===== config.mk =====
export PLATFORM = sky130hd
export DESIGN_NAME = irq_pri_select
export DESIGN_NICKNAME = d
export VERILOG_FILES = /design/src/rtl/irq_sel_pkg.sv /design/src/rtl/irq_lowbit_find.sv /design/src/rtl/irq_level_gate.sv /design/src/rtl/irq_pri_select.sv
export SDC_FILE = /design/constraint.sdc
export NUM_CORES = 1
export LEC_CHECK = 0
export ABC_CLOCK_PERIOD_IN_PS = 1500
export BUFFER_PORTS_ARGS = -buffer_cell sky130_fd_sc_hd__buf_2
export CORE_MARGIN = 2
export CORE_UTILIZATION = 37
export CTS_CLUSTER_DIAMETER = 200
export DETAILED_ROUTE_END_ITERATION = 7
export GPL_TIMING_DRIVEN = 0
export PLACE_DENSITY = 0.87
export REMOVE_ABC_BUFFERS = 1
export SETUP_SLACK_MARGIN = 0.4
export SLEW_MARGIN = 20
export SYNTH_ARGS = -nofsm -noshare
export SYNTH_HDL_FRONTEND = slang
export SYNTH_SLANG_ARGS = --single-unit

===== constraint.sdc =====
create_clock -name clk -period 1.5 [get_ports clk]
set_input_delay 0.075 -clock clk [delete_from_list [all_inputs] [get_ports clk]]
set_output_delay 0.075 -clock clk [all_outputs]
set_load 0.005 [all_outputs]

===== src/rtl/irq_sel_pkg.sv =====
// Package: shared privilege codes for the interrupt selector.
// Assumes a two-bit privilege field in which code 2 is unused.
package irq_sel_pkg;
    localparam logic [1:0] PRIV_USER  = 2'd0;
    localparam logic [1:0] PRIV_SUPER = 2'd1;
    localparam logic [1:0] PRIV_MACH  = 2'd3;
endpackage


===== src/rtl/irq_lowbit_find.sv =====
// Finds the lowest set bit of a vector (count-trailing-zeros style).
// Assumes IW is wide enough to hold W-1. pos is 0 when hit is 0.
module irq_lowbit_find #(
    parameter int W  = 32,
    parameter int IW = $clog2(W)
) (
    input  logic [W-1:0]  vec,
    output logic          hit,
    output logic [IW-1:0] pos
);
    // Scan from the top down so the lowest set bit is written last.
    always_comb begin
        pos = '0;
        for (int i = W - 1; i >= 0; i--) begin
            if (vec[i]) pos = IW'(i);
        end
    end

    // Any bit set in the vector.
    assign hit = |vec;
endmodule


===== src/rtl/irq_level_gate.sv =====
// Decides whether interrupts aimed at privilege LEVEL may fire now.
// Assumes priv is never 2, so codes compare numerically.
module irq_level_gate #(
    parameter logic [1:0] LEVEL = 2'd3
) (
    input  logic [1:0] priv,
    input  logic       gbl_en,
    output logic       allow
);
    // Below the target level always allowed; at it only with the global enable.
    always_comb begin
        allow = (priv < LEVEL) || ((priv == LEVEL) && gbl_en);
    end
endmodule


===== src/rtl/irq_pri_select.sv =====
// Top: privilege-aware interrupt priority selector.
// Splits the active interrupts into machine and delegated supervisor groups,
// gates each by its privilege rule, gives the machine group precedence and
// reports the lowest-numbered winner. REG_OUT=1 adds a synchronous
// active-low reset register stage on the outputs.
module irq_pri_select
    import irq_sel_pkg::*;
#(
    parameter int XLEN    = 32,
    parameter bit REG_OUT = 1'b1,
    localparam int IDXW   = $clog2(XLEN)
) (
    input  logic            clk,
    input  logic            rst_n,
    input  logic [XLEN-1:0] pend_i,
    input  logic [XLEN-1:0] en_i,
    input  logic [XLEN-1:0] deleg_i,
    input  logic [1:0]      priv_i,
    input  logic            mie_i,
    input  logic            sie_i,
    output logic            take_o,
    output logic [IDXW-1:0] idx_o,
    output logic [XLEN-1:0] cause_o
);
    localparam int NGRP = 2;  // 0 = machine group, 1 = supervisor group
    localparam logic [1:0] GRP_LVL [NGRP] = '{PRIV_MACH, PRIV_SUPER};

    logic [XLEN-1:0] active;
    logic [XLEN-1:0] grp_vec [NGRP];
    logic [NGRP-1:0] grp_hit;
    logic [NGRP-1:0] grp_ok;
    logic [IDXW-1:0] grp_pos [NGRP];
    logic [NGRP-1:0] gbl;

    logic            nxt_take;
    logic [IDXW-1:0] nxt_idx;
    logic [XLEN-1:0] nxt_cause;

    // Candidate set and group split by the delegation mask.
    always_comb begin
        active     = pend_i & en_i;
        grp_vec[0] = active & ~deleg_i;
        grp_vec[1] = active & deleg_i;
    end

    assign gbl = {sie_i, mie_i};

    // One finder and one privilege gate per group.
    for (genvar g = 0; g < NGRP; g++) begin : g_grp
        irq_lowbit_find #(.W(XLEN), .IW(IDXW)) u_find (
            .vec (grp_vec[g]),
            .hit (grp_hit[g]),
            .pos (grp_pos[g])
        );
        irq_level_gate #(.LEVEL(GRP_LVL[g])) u_gate (
            .priv   (priv_i),
            .gbl_en (gbl[g]),
            .allow  (grp_ok[g])
        );
    end

    // Machine group first; supervisor group only when machine yields nothing.
    always_comb begin
        nxt_take  = 1'b0;
        nxt_idx   = '0;
        nxt_cause = '0;
        if (grp_hit[0] && grp_ok[0]) begin
            nxt_take = 1'b1;
            nxt_idx  = grp_pos[0];
        end else if (grp_hit[1] && grp_ok[1]) begin
            nxt_take = 1'b1;
            nxt_idx  = grp_pos[1];
        end
        if (nxt_take) begin
            nxt_cause[XLEN-1]   = 1'b1;
            nxt_cause[IDXW-1:0] = nxt_idx;
        end
    end

    if (REG_OUT) begin : g_reg
        // Output register with synchronous active-low clear.
        always_ff @(posedge clk) begin
            if (!rst_n) begin
                take_o  <= 1'b0;
                idx_o   <= '0;
                cause_o <= '0;
            end else begin
                take_o  <= nxt_take;
                idx_o   <= nxt_idx;
                cause_o <= nxt_cause;
            end
        end
    end else begin : g_comb
        // Direct combinational outputs.
        always_comb begin
            take_o  = nxt_take;
            idx_o   = nxt_idx;
            cause_o = nxt_cause;
        end
    end
endmodule


==> results.cfg <==
[floorplan]
core_area_mm2 = 0.004723
start_util_pct = 38.30
die-area_mm2 = 0.005465
die_w_um = 73.93
row_count = 25
die_y_um = 73.93
io_pins = 140

[critical_path]
end_kind = flop
cp-startpoint = pend_i[28]
critPathBufInv = 1
start_kind = primary input
crit_end = cause_o[0]$_SDFF_PN0_
cp.arrival_ns = 1.68
critPathKind = primary input to flop
slowest_stage = nor4_4
slowest_delay_ns = 0.42
cp_num_cells = 8
cp_top_family = simple AND/OR/NAND/NOR gates
crit_required_ns = 1.65
crit_chain = buf_6 -> nand3b_1 -> nand4_1 -> nor4_4 -> a21oi_4 -> nor4_2 -> o21ai_1 -> a21boi_1
critPathMaxFanout = 5

[final_layout]
postLayoutCellArea_mm2 = 0.002705
n_fill_cell = 442
final-instance-count-excl-fill = 463
num_antenna_cells = 0
layout_commonest_cell = buf_2
layout-drive-gt1-share_pct = 40.40
syn2layout_area_growth_pct = 49.52
final_cell_mix = buf_2, nand2_1, nand3_1
nets = 499
final_core_util_pct = 57.27

[synth]
yosysWarnings = 0
synth_top_family_by_area = simple AND/OR/NAND/NOR gates
netlist_instances = 265
ys_top_cells_by_area = dfxtp_1, buf_4, nand3b_1
synth-compound-area-share_pct = 21.09
synthXorXnorAreaFrac_pct = 0
synthAdderAreaFrac_pct = 0
synth_flop_cell = dfxtp_1
ys_seq_elements = 11
synth_top_cell_by_area = dfxtp_1
syn-cell-area_mm2 = 0.001809
async_flop_share_pct = 0
synth_top_area_share_pct = 12.17
synth_mux_area_share_pct = 0
synth_area_per_cell_um2 = 6.827
yosys.cell_types.count = 52
synth_edf_count = 0
synth_seq_area_share_pct = 12.17
synthSimpleGateAreaFrac_pct = 54.70

[drt]
drt_pass1_iterations = 4
drt-initial-drc-count = 155
vias = 2504
wl_per_cell_um = 13.79
drc_errors = 0
vias_per_cell = 5.408
wirelength_um = 6385
antenna_left = 0

[placement]
dpl_cell_area_mm2 = 0.002350
io_buffers = 113
dp.cells = 443
dp_slack_ns = -0.3643
dp_hpwl_um = 5107
gp_congestion = 0.8483

[sta]
period_needed_ns = 1.527
rsz0062_at_grt = yes
finalCritPeriodShare_pct = 101.8
whs_ns = 0.1618
max_freq_mhz = 654.8
setup-tns-final_ns = -0.02712
slew_violations = 0
setup_violations = 1
hold_violations = 0
layout_setup_ws_ns = -0.02712

[grt]
antenna_found_initial = 0
grt_first_pass_wirelength_um = 9508
grt_pass1_vias = 2317
grt_max_degree = 7
track_usage_pct = 21.69
grt_overflow = 0

[clocking]
cts-buffers-inserted = 3
cts_max_level = 1
clock-sinks = 11
cts_buffer_depth = 2
hold_buffers = 0
ctsRootBufferMaster = clkbuf_8
cts.clk_slew.worst_paths_ns = 0.05
cts_tree = yes

[run_status]
violations = negative setup slack
run_status = finished with violations

[power]
p_leak_nw = 1.401
vdd_drop_max_mv = 0.3864
pwr_density_cell_mw_per_mm2 = 512.0
power.total_mw = 1.385

[flow_run]
cap_violations = 0

[hold_path]
hp-start = rst_n
min_path_type = primary input to flop
registers in the layout (all words and copies together), names as in the netlist:
register	count
idx_o	5
cause_o	5
take_o	1
routing by layer:
metal / GRT usage, % / share of wire (%) / up-vias / wire, um
met1: 23.61 / 38 / 1124 / 2425
li1: - / - / 1223 / -
met2: 43.45 / 50 / 133 / 3215
met3: 3.018 / 8.5 / 24 / 540
met5: 0 / 0 / - / 0
met4: 4.848 / 3.2 / 0 / 203
report_power, final:
part	internal (mW)	total, mW	switching [mW]
clock	0.186	0.295	0.109
sequential	0.321	0.329	0.00797
combinational	0.362	0.761	0.399
what timing repair did:
| action | CTS | global route |
|---|---|---|
| setup buffers | 10 | 6 |
| pin swaps | 17 | 9 |
| gates resized for setup | 26 | 5 |
| setup endpoints to repair | 11 | 11 |
cells in the mapped netlist, types with 2 or more instances:
master,n
buf_4,27
and4_1,2
nor2_1,17
o2111ai_1,3
and2_1,2
a311oi_1,2
o211ai_1,3
nand3b_2,3
a31oi_1,7
o22ai_1,3
o21ai_0,6
and3_1,2
nand3_1,37
inv_1,3
nor3_1,3
and3b_1,2
nor4_1,2
nor2b_1,5
nand2b_1,7
nand4_1,12
a21oi_1,7
nand3b_1,27
nand2_1,40
dfxtp_1,11
a21boi_1,2
o221ai_1,3
o41ai_1,2
worst min-delay path by stage:
stage / endpoint / cells past startpoint / slack (ns)
floorplan: cause_o[3]$_SDFF_PN0_ / 1 / 0.20
global placement: idx_o[3]$_SDFF_PN0_ / 2 / 0.39
detailed placement: cause_o[3]$_SDFF_PN0_ / 2 / 0.40
CTS: take_o$_SDFF_PN0_ / 2 / 0.16
global route: take_o$_SDFF_PN0_ / 2 / 0.17
finish: take_o$_SDFF_PN0_ / 2 / 0.16
layout make-up:
class / count / area (um2) / share of cell area [%]
inverters: 3 / 11.26 / 0.4163
clock buffers: 4 / 45.04 / 1.665
multi-input cells: 249 / 1597 / 59.02
well taps: 67 / 83.83 / 3.099
repair buffers: 129 / 748.2 / 27.66
flip-flops and latches: 11 / 220.2 / 8.141
kinds of logic after synthesis:
kind of cell           Yosys count
AO/OA/AOI/OAI                   53
flip-flops                      11
other                            1
AND/OR/NAND/NOR                170
buffers and inverters           30
No activity file was read; power rests on OpenSTA's default activity.
